**config.mk**
```make
export PLATFORM = sky130hd
export DESIGN_NAME = dram_refresh_timer
export DESIGN_NICKNAME = d
export VERILOG_FILES = /design/src/rtl/dram_rft_pkg.sv /design/src/rtl/dram_rft_cfg_reg.sv /design/src/rtl/dram_rft_down_counter.sv /design/src/rtl/dram_rft_ctrl.sv /design/src/rtl/dram_rft_cke.sv /design/src/rtl/dram_refresh_timer.sv
export SDC_FILE = /design/constraint.sdc
export NUM_CORES = 1
export LEC_CHECK = 0
export BUFFER_PORTS_ARGS = -buffer_cell sky130_fd_sc_hd__buf_2
export CAP_MARGIN = 20
export CORE_MARGIN = 4
export CORE_UTILIZATION = 52
export DETAILED_ROUTE_END_ITERATION = 7
export GPL_ROUTABILITY_DRIVEN = 1
export GPL_TIMING_DRIVEN = 0
export PLACE_DENSITY = 0.78
export SYNTH_ARGS = -nofsm -noshare
export SYNTH_HDL_FRONTEND = slang
export SYNTH_SLANG_ARGS = --single-unit
```
**constraint.sdc**
```tcl
create_clock -name clk -period 2.5 [get_ports clk]
set_input_delay 0.375 -clock clk [delete_from_list [all_inputs] [get_ports clk]]
set_output_delay 0.375 -clock clk [all_outputs]
set_load 0.02 [all_outputs]
```
**src/rtl/dram_rft_pkg.sv**
```systemverilog
package dram_rft_pkg;

   typedef enum logic [1:0] {
      RFT_IDLE  = 2'd0,
      RFT_COUNT = 2'd1,
      RFT_REQ   = 2'd2
   } rft_state_e;

   localparam int RFT_CFG_W_DEFAULT    = 32;
   localparam int RFT_RELOAD_W_DEFAULT = 14;

endpackage

```
**src/rtl/dram_rft_cfg_reg.sv**
```systemverilog
module dram_rft_cfg_reg #(
   parameter int CFG_W        = 32,
   parameter int RELOAD_W     = 14,
   parameter int RELOAD_LSB   = 0,
   parameter int RESET_RELOAD = 0
) (
   input  logic                clk,
   input  logic                rst_n,
   input  logic                we,
   input  logic [CFG_W-1:0]    wdata,
   output logic [RELOAD_W-1:0] reload,
   output logic                reload_zero
);

   localparam logic [CFG_W-1:0] FIELD_MASK =
      CFG_W'(((64'd1 << RELOAD_W) - 64'd1) << RELOAD_LSB);

   logic [RELOAD_W-1:0] field_q;
   logic                unused_cfg_bits;

   assign unused_cfg_bits = ^(wdata & ~FIELD_MASK);

   always_ff @(posedge clk or negedge rst_n) begin
      if (!rst_n) begin
         field_q <= RELOAD_W'(RESET_RELOAD);
      end else if (we) begin
         field_q <= wdata[RELOAD_LSB +: RELOAD_W];
      end
   end

   assign reload      = field_q;
   assign reload_zero = (field_q == '0);

endmodule

```
**src/rtl/dram_rft_down_counter.sv**
```systemverilog
module dram_rft_down_counter #(
   parameter int W = 14
) (
   input  logic         clk,
   input  logic         rst_n,
   input  logic         load,
   input  logic [W-1:0] load_val,
   input  logic         dec,
   output logic         at_one
);

   logic [W-1:0] cnt_q;

   always_ff @(posedge clk or negedge rst_n) begin
      if (!rst_n) begin
         cnt_q <= '0;
      end else if (load) begin
         cnt_q <= load_val;
      end else if (dec) begin
         cnt_q <= cnt_q - W'(1);
      end
   end

   assign at_one = (cnt_q == W'(1));

endmodule

```
**src/rtl/dram_rft_ctrl.sv**
```systemverilog
module dram_rft_ctrl
   import dram_rft_pkg::*;
(
   input  logic clk,
   input  logic rst_n,
   input  logic soft_rst,
   input  logic enable,
   input  logic reload_zero,
   input  logic at_one,
   input  logic ack,
   output logic load,
   output logic dec,
   output logic req
);

   rft_state_e state_q, state_d;
   logic       run;

   assign run = enable && !reload_zero && !soft_rst;

   always_comb begin
      state_d = state_q;
      load    = 1'b0;
      dec     = 1'b0;
      unique case (state_q)
         RFT_IDLE: begin
            if (run) begin
               load    = 1'b1;
               state_d = RFT_COUNT;
            end
         end
         RFT_COUNT: begin
            if (!run) begin
               state_d = RFT_IDLE;
            end else if (at_one) begin
               state_d = RFT_REQ;
            end else begin
               dec = 1'b1;
            end
         end
         RFT_REQ: begin
            if (!run) begin
               state_d = RFT_IDLE;
            end else if (ack) begin
               load    = 1'b1;
               state_d = RFT_COUNT;
            end
         end
         default: state_d = RFT_IDLE;
      endcase
   end

   always_ff @(posedge clk or negedge rst_n) begin
      if (!rst_n) begin
         state_q <= RFT_IDLE;
      end else begin
         state_q <= state_d;
      end
   end

   assign req = (state_q == RFT_REQ);

endmodule

```
**src/rtl/dram_rft_cke.sv**
```systemverilog
module dram_rft_cke #(
   parameter int CKE_DELAY = 2
) (
   input  logic clk,
   input  logic rst_n,
   input  logic soft_rst,
   output logic cke
);

   generate
      if (CKE_DELAY == 0) begin : g_direct
         assign cke = rst_n && !soft_rst;
      end else begin : g_staged
         logic [CKE_DELAY-1:0] stage_q;
         always_ff @(posedge clk or negedge rst_n) begin
            if (!rst_n) begin
               stage_q <= '0;
            end else if (soft_rst) begin
               stage_q <= '0;
            end else begin
               stage_q <= {stage_q[CKE_DELAY-1:0], 1'b1} >> 0;
            end
         end
         assign cke = stage_q[CKE_DELAY-1] && !soft_rst;
      end
   endgenerate

endmodule

```
**src/rtl/dram_refresh_timer.sv**
```systemverilog
module dram_refresh_timer
   import dram_rft_pkg::*;
#(
   parameter int CFG_W        = RFT_CFG_W_DEFAULT,
   parameter int RELOAD_W     = RFT_RELOAD_W_DEFAULT,
   parameter int RELOAD_LSB   = 0,
   parameter int RESET_RELOAD = 0,
   parameter int CKE_DELAY    = 2
) (
   input  logic             clk,
   input  logic             rst_n,
   input  logic             soft_rst_i,
   input  logic             cfg_we_i,
   input  logic [CFG_W-1:0] cfg_wdata_i,
   input  logic             enable_i,
   input  logic             refresh_ack_i,
   output logic             refresh_req_o,
   output logic             zero_reload_o,
   output logic             dram_cke_o
);

   if (RELOAD_W < 2 || RELOAD_W > 24) begin : g_bad_width
      $error("RELOAD_W must be between 2 and 24");
   end
   if (RELOAD_LSB < 0 || RELOAD_LSB + RELOAD_W > CFG_W) begin : g_bad_field
      $error("reload field does not fit in the configuration word");
   end
   if (RESET_RELOAD < 0 || RESET_RELOAD >= (1 << RELOAD_W)) begin : g_bad_reset
      $error("RESET_RELOAD out of range for RELOAD_W");
   end
   if (CKE_DELAY < 0 || CKE_DELAY > 8) begin : g_bad_cke
      $error("CKE_DELAY must be between 0 and 8");
   end

   logic [RELOAD_W-1:0] reload;
   logic                reload_zero;
   logic                at_one;
   logic                ld;
   logic                dec;

   dram_rft_cfg_reg #(
      .CFG_W       (CFG_W),
      .RELOAD_W    (RELOAD_W),
      .RELOAD_LSB  (RELOAD_LSB),
      .RESET_RELOAD(RESET_RELOAD)
   ) cfg_i (
      .clk        (clk),
      .rst_n      (rst_n),
      .we         (cfg_we_i),
      .wdata      (cfg_wdata_i),
      .reload     (reload),
      .reload_zero(reload_zero)
   );

   dram_rft_down_counter #(
      .W(RELOAD_W)
   ) cnt_i (
      .clk     (clk),
      .rst_n   (rst_n),
      .load    (ld),
      .load_val(reload),
      .dec     (dec),
      .at_one  (at_one)
   );

   dram_rft_ctrl ctrl_i (
      .clk        (clk),
      .rst_n      (rst_n),
      .soft_rst   (soft_rst_i),
      .enable     (enable_i),
      .reload_zero(reload_zero),
      .at_one     (at_one),
      .ack        (refresh_ack_i),
      .load       (ld),
      .dec        (dec),
      .req        (refresh_req_o)
   );

   dram_rft_cke #(
      .CKE_DELAY(CKE_DELAY)
   ) cke_i (
      .clk     (clk),
      .rst_n   (rst_n),
      .soft_rst(soft_rst_i),
      .cke     (dram_cke_o)
   );

   assign zero_reload_o = enable_i && reload_zero;

endmodule

```
# ---- Word level (Yosys, flattened, before mapping)
# Cells that the tools add are included.
dict set report op_classes {
  n_mux 16
  n_reduce_logical 10
  bitwise 0
  shift 0
  multipliers 0
  div 0
  magnitude_cmp 0
  n_eq_ne 6
  addsub 1
}
# cell n
set ops {}
lappend ops {{two-way mux 14 bit} 2}
lappend ops {{== test 14 x 1 -> 1 bit, second input constant} 1}
lappend ops {{zero test 14 bit} 1}
lappend ops {{subtractor 14 x 1 -> 14 bit, second input constant} 1}
lappend ops {{two-way mux 2 bit} 6}
lappend ops {{two-way mux 1 bit} 6}
lappend ops {{inequality test 3 bit, second input constant} 2}
lappend ops {{one-hot mux 2 bit (3 select lines)} 1}
lappend ops {{logical AND 1 bit} 4}
lappend ops {{AND reduction 3 bit} 1}
lappend ops {{== test 2 x 1 -> 1 bit, second input constant} 1}
lappend ops {{== test 2 bit, second input constant} 1}
lappend ops {{zero test 1 bit} 2}
lappend ops {{zero test 2 bit} 1}
lappend ops {{inequality test 2 x 1 -> 1 bit, second input constant} 1}
lappend ops {{one-hot mux 1 bit (2 select lines)} 1}
lappend ops {{nonzero test 2 bit} 1}
dict set report word_totals {
  out_inout_bits 3
  latch_bits 0
  mem_bits_ro 0
  ram_bits 0
  word_cells 37
  regBits 32
  memories 0
  in_bits 38
}

# ---- Depth between registers and ports, before layout
dict set report depth {
  ltp_word 8
  depth_mapped 8
  depth_no_buf 7
}

# ---- Modules after synthesis
# A second synthesis with hierarchy kept.
dict set report hier_totals {
  hier_cells 138
  area_unflattened_um2 1572.8
}
# module area_each_um2 instances seq_area_each_um2 cells_per_inst
set modules_own_cells {}
lappend modules_own_cells {dram_rft_down_counter 815.8 1 350.3 85}
lappend modules_own_cells {dram_rft_cfg_reg 550.5 1 350.3 34}
lappend modules_own_cells {dram_rft_ctrl 133.9 1 50.0 13}
lappend modules_own_cells {dram_rft_cke 66.3 1 50.0 5}
lappend modules_own_cells {dram_refresh_timer 6.3 1 0.0 1}

# ---- Least setup slack after synthesis
# OpenSTA, ideal clock, no wires.
dict set report synth_timing {
  path_kind {flip-flop to flip-flop}
  start {register cnt_i.cnt_q[1]}
  end {register cnt_i.cnt_q[9]}
  stages_incl_launch_ff 9
  required_time_ns 2.374
  arrival_ns 1.812
  setup_time_ns 0.126
  synth_period_minus_slack_ns 1.938
  path_buffers 1
  setup_slack_ns 0.562
  path_cell_list {dfrtp_1 inv_1 ha_1 nor3b_1 nand4_2 and3_1 buf_6 a21o_1 a221o_1}
}
dict set report synth_between {
  elab_chain_len 5
  word_cells_on_any_way 8
  cone_classes {1 x add/sub; 1 x eq/ne; 5 x mux; 1 x reduce/logical}
}
# element line_no
set synth_rtl {}
lappend synth_rtl {{from (decl)} dram_rft_down_counter.sv:12} ;# logic [W-1:0] cnt_q;
lappend synth_rtl {{from (signal assigned)} dram_rft_down_counter.sv:18} ;# cnt_q <= load_val;
lappend synth_rtl {{from (signal assigned)} dram_rft_down_counter.sv:20} ;# cnt_q <= cnt_q - W'(1);
lappend synth_rtl {{parallel branches: the longest is 5 deep, another holds subtractor 14 x 1 -> 14 bit} -}
# Parallel ways; which one is timed is not known. The select of a mux whose other input is x is not followed.
# A chain may end at the register's enable or synchronous reset.

# ---- Worst setup path in the final report
dict set report layout_timing {
  start {register cnt_i.cnt_q[1]}
  end {register cnt_i.cnt_q[0]}
}
dict set report layout_between {
  elab_chain_len 5
}
# element line_no
set layout_rtl {}
lappend layout_rtl {{== test 14 x 1 -> 1 bit} dram_rft_down_counter.sv:24} ;# assign at_one = (cnt_q == W'(1));
lappend layout_rtl {{two-way mux 1 bit} dram_rft_ctrl.sv:35} ;# end else if (at_one) begin
lappend layout_rtl {{two-way mux 1 bit} dram_rft_ctrl.sv:33} ;# if (!run) begin
lappend layout_rtl {{two-way mux 1 bit} dram_rft_ctrl.sv:25} ;# unique case (state_q)
lappend layout_rtl {{nonzero test 2 bit (no line)} -}
# Every way passes these cells.

==> metrics.txt <==
# TYPE chip_impl_metric gauge
chip_impl_metric{name="hpwlAfterDp",unit="µm"} 2700
chip_impl_metric{name="synth_area_in_compound_gates",unit="%"} 16.1
chip_impl_metric{name="synth_adder_area_share",unit="%"} 1.49
chip_impl_metric{name="drt.antenna.violating_nets",unit=""} 0
chip_impl_metric{name="via_count",unit=""} 1368
chip_impl_metric{name="grt_start_max_net_pins",unit=""} 33
chip_impl_info{name="synth_top_family_by_area",value="simple AND/OR/NAND/NOR gates"} 1
chip_impl_metric{name="ff2ff_setup_slack",unit="ns"} 0.22
chip_impl_metric{name="die_height",unit="µm"} 64.9
chip_impl_metric{name="synth_warnings",unit=""} 0
chip_impl_metric{name="grt_util_all_layers",unit="%"} 19.4
chip_impl_metric{name="floorplan.initialDensity",unit="%"} 54.7
chip_impl_metric{name="hold_viol_final",unit=""} 0
chip_impl_metric{name="floorplan.die.width",unit="µm"} 64.9
chip_impl_metric{name="routed_wire_length_per_instance",unit="µm"} 15.9
chip_impl_metric{name="slew_of_the_pin_with_the_lowest_slew_margin",unit="ns"} 0.698
chip_impl_metric{name="cts_made_buffers",unit=""} 5
chip_impl_metric{name="synth.ff_latch_count",unit=""} 32
chip_impl_metric{name="fp.coreArea",unit="µm²"} 3080
chip_impl_metric{name="yosysTopAreaCellShare",unit="%"} 47.6
chip_impl_metric{name="clock_power_share",unit="%"} 26.3
chip_impl_metric{name="yosys.area_share.xor_xnor",unit="%"} 0
chip_impl_metric{name="synth.mux.area_fraction",unit="%"} 8.70
chip_impl_metric{name="tns",unit="ns"} 0
chip_impl_metric{name="detail_route.drc_violations",unit=""} 0
chip_impl_metric{name="p_sw",unit="mW"} 0.395
chip_impl_info{name="r2r_end",value="cnt_i.cnt_q[0]"} 1
chip_impl_metric{name="netlist_instances",unit=""} 156
chip_impl_info{name="synth_area_leader_cell",value="dfrtp_1"} 1
chip_impl_metric{name="timing.critical_path.arrival",unit="ns"} 2.51
chip_impl_info{name="critPathCaptureType",value="flop"} 1
chip_impl_metric{name="power_leakage",unit="nW"} 0.815
chip_impl_metric{name="ys_types",unit=""} 43
chip_impl_metric{name="critical_path_required",unit="ns"} 2.73
chip_impl_metric{name="antenna_found_initial",unit=""} 0
chip_impl_metric{name="int_pwr",unit="mW"} 0.833
chip_impl_metric{name="rows",unit=""} 20
chip_impl_metric{name="synth-simple-area-share",unit="%"} 22.1
chip_impl_metric{name="filler_cell_count",unit=""} 255
chip_impl_info{name="worst_setup_path_start_kind",value="flop"} 1
chip_impl_metric{name="antenna-diode-count",unit=""} 0
chip_impl_metric{name="finish.net_count",unit=""} 224
chip_impl_metric{name="post_synth.cell_area_avg",unit="µm²"} 10.8
chip_impl_metric{name="final-setup-viol-count",unit=""} 0
chip_impl_metric{name="tritoncts_num_sinks",unit=""} 32
chip_impl_metric{name="die_ar",unit="µm²"} 4210
chip_impl_metric{name="post_cts_resized",unit=""} 0
chip_impl_metric{name="proportion_of_total_power_due_to_net_switching",unit="%"} 32.2
chip_impl_metric{name="globalRouteOverflowTotal",unit=""} 0
chip_impl_metric{name="final.hold.worst_slack",unit="ns"} 0.0712
chip_impl_metric{name="dr.first_iter.drc_count",unit=""} 60
chip_impl_metric{name="cts_hold_repair.buffers",unit=""} 0
chip_impl_metric{name="combPwrFrac",unit="%"} 19.2
chip_impl_info{name="r2r_start",value="cnt_i.cnt_q[1]"} 1
chip_impl_metric{name="p_per_area",unit="nW/µm²"} 643
chip_impl_metric{name="htree_levels",unit=""} 2
chip_impl_metric{name="drt-total-wl",unit="µm"} 3650
chip_impl_info{name="cts_tree",value="built"} 1
chip_impl_metric{name="seq_power_share",unit="%"} 54.6
chip_impl_metric{name="area.growth.synth_to_final",unit="%"} 13.5
chip_impl_metric{name="max_freq",unit="MHz"} 439
chip_impl_metric{name="worstPathMaxFanout",unit=""} 10
chip_impl_metric{name="clock_skew",unit="ns"} 0.00752
chip_impl_metric{name="cts.reportedPaths.clkPinSlew",unit="ns"} 0.10
chip_impl_metric{name="cts.path.max_buffers",unit=""} 2
chip_impl_metric{name="max-slew-margin-rel",unit="%"} 53.5
chip_impl_info{name="worstHoldPathType",value="in -> async"} 1
chip_impl_metric{name="worst_r2r_path_depth",unit=""} 7
chip_impl_metric{name="detailedRoute.firstPassIterationCount",unit=""} 4
chip_impl_info{name="worstSetupPathType",value="reg -> reg"} 1
chip_impl_metric{name="final_period_minus_worst_setup_slack",unit="ns"} 2.28
chip_impl_metric{name="cts_setup_buffers",unit=""} 0
chip_impl_metric{name="max_cap_viol_count",unit=""} 0
chip_impl_metric{name="viasPerCell",unit=""} 5.97
chip_impl_info{name="grt_setup_unrepaired",value="no"} 1
chip_impl_metric{name="count_of_port_buffers_added_during_placement",unit=""} 21
chip_impl_metric{name="grt_pass1_wl",unit="µm"} 6350
chip_impl_metric{name="seq_area_frac_synth",unit="%"} 47.6
chip_impl_metric{name="gp_congestion",unit=""} 0.861
chip_impl_metric{name="number_of_global_route_vias_before_repair",unit=""} 1432
chip_impl_metric{name="min_period_over_period",unit="%"} 91.1
chip_impl_metric{name="register_area",unit="µm²"} 801
chip_impl_metric{name="finalMaxSlewViolations",unit=""} 0
chip_impl_metric{name="total_standard_cell_area_after_synthesis",unit="µm²"} 1680
chip_impl_metric{name="ios",unit=""} 41
chip_impl_metric{name="drive_above_1_share",unit="%"} 31.9
chip_impl_info{name="ys_top_cells_by_area",value="dfrtp_1, mux2_2, nand2_1"} 1
chip_impl_metric{name="power.ir.vdd_worst",unit="µV"} 339
chip_impl_metric{name="multi_input_area",unit="µm²"} 815
chip_impl_metric{name="synth_fp_nets",unit=""} 196
chip_impl_metric{name="clk-insertion-delay-late",unit="ns"} 0.34
chip_impl_info{name="outcome",value="completed"} 1
chip_impl_info{name="clock-root-buffer",value="clkbuf_4"} 1
[worst max-delay path: stages, from the launching register on]
cell,delay [ns]
dfrtp_1,0.43
inv_1,0.11
ha_1,0.15
nor3b_1,0.32
nand4_2,0.23
o2111ai_2,0.50
inv_1,0.16
o221a_2,0.27
[per-stage QoR]
| stage | utilization [%] | area, µm² | power (mW) | std cells | setup WS (ns) |
|---|---|---|---|---|---|
| after CTS | 62.0 | 1910 | 1.23 | 229 | 0.259 |
| after global placement | 59.9 | 1840 | 0.896 | 221 | 0.273 |
| after floorplan | - | 1680 | 0.830 | 156 | 0.562 |
| final | 62.0 | 1910 | 1.23 | 229 | 0.222 |
| after detailed placement | 59.9 | 1840 | 0.911 | 221 | 0.273 |
| after global routing | 62.0 | 1910 | 1.30 | 229 | 0.0160 |
[cells in the mapped netlist (all sizes together)]
cell / count
nand3: 5
dfrtp: 32
mux2: 13
o31a: 1
o221ai: 1
buf: 2
o31ai: 2
o2111ai: 1
and3: 1
ha: 2
a221o: 4
or4: 2
and2: 2
nor3: 5
a41oi: 1
nand2b: 2
and2b: 1
nand4: 4
or2b: 1
o21ai: 7
clkbuf: 2
a21oi: 7
inv: 10
nor2b: 3
or3: 5
a21o: 1
nor4: 6
o21a: 2
nor2: 6
o211ai: 4
o221a: 1
nor3b: 2
a22oi: 2
nand2: 14
a32oi: 2
[layout make-up]
type                            instances  area share, %
Timing Repair Buffer                   21           5.50
Clock buffer                            6           2.69
Buffer                                  4           1.57
Inverter                               10           1.97
Clock inverter                          2          0.786
Sequential cell                        32           41.9
Tap cell                               44           2.88
Multi-Input combinational cell        110           42.7
[per-layer routing]
metal	track usage (%)	vias up	routed length, µm
met1	23.7	658	1540
met5	0	-	0
met2	31.4	59	1700
li1	-	634	-
met4	9.50	0	125
met3	5.37	17	282
[logic make-up after synthesis]
kind of cell / count (synthesis)
fa+ha+maj: 2
simple gates: 59
buf+inv: 14
mux: 13
compound gates: 36
flops: 32
[cells in the final DEF (no fill, tap or decap), types with 3 or more instances in the layout]
| cell type | n |
|---|---|
| dfrtp_1 | 32 |
| buf_2 | 21 |
| nand2_1 | 14 |
| mux2_2 | 13 |
| inv_1 | 10 |
| a21oi_1 | 7 |
| o21ai_0 | 7 |
| nor2_1 | 6 |
| or3_1 | 5 |
| clkbuf_4 | 5 |
| nand3_1 | 4 |
| o211ai_1 | 4 |
| nor2b_1 | 3 |
| nand4_1 | 3 |
| nor4_1 | 3 |
| nor3_1 | 3 |
| a221o_1 | 3 |
[worst max-delay path by stage]
| stage | from | to | cells past startpoint |
|---|---|---|---|
| 2_1_floorplan | cnt_i.cnt_q[1] | cnt_i.cnt_q[9] | 8 |
| 4_1_cts | cnt_i.cnt_q[1] | cnt_i.cnt_q[0] | 7 |
| 3_3_place_gp | cnt_i.cnt_q[1] | cnt_i.cnt_q[0] | 7 |
| 6_report | cnt_i.cnt_q[1] | cnt_i.cnt_q[0] | 7 |
| 5_1_grt | cnt_i.cnt_q[1] | cnt_i.cnt_q[0] | 7 |
| 3_5_place_dp | cnt_i.cnt_q[1] | cnt_i.cnt_q[0] | 7 |
[registers in the layout, indices dropped and copies added, names as in the netlist]
signal and flops:
cfg_i.reload 14, cnt_i.cnt_q 14, ctrl_i.state_q 2, cke_i.g_staged.stage_q 2
[power groups by stage]
stage	Sequential, mW	Combinational [mW]	Clock [mW]
floorplan	0.655	0.175	0
global placement	0.673	0.223	0
detailed placement	0.677	0.234	0
CTS	0.668	0.236	0.328
global route	0.683	0.263	0.356
finish	0.670	0.236	0.322
No activity file was read; power rests on OpenSTA's default activity.
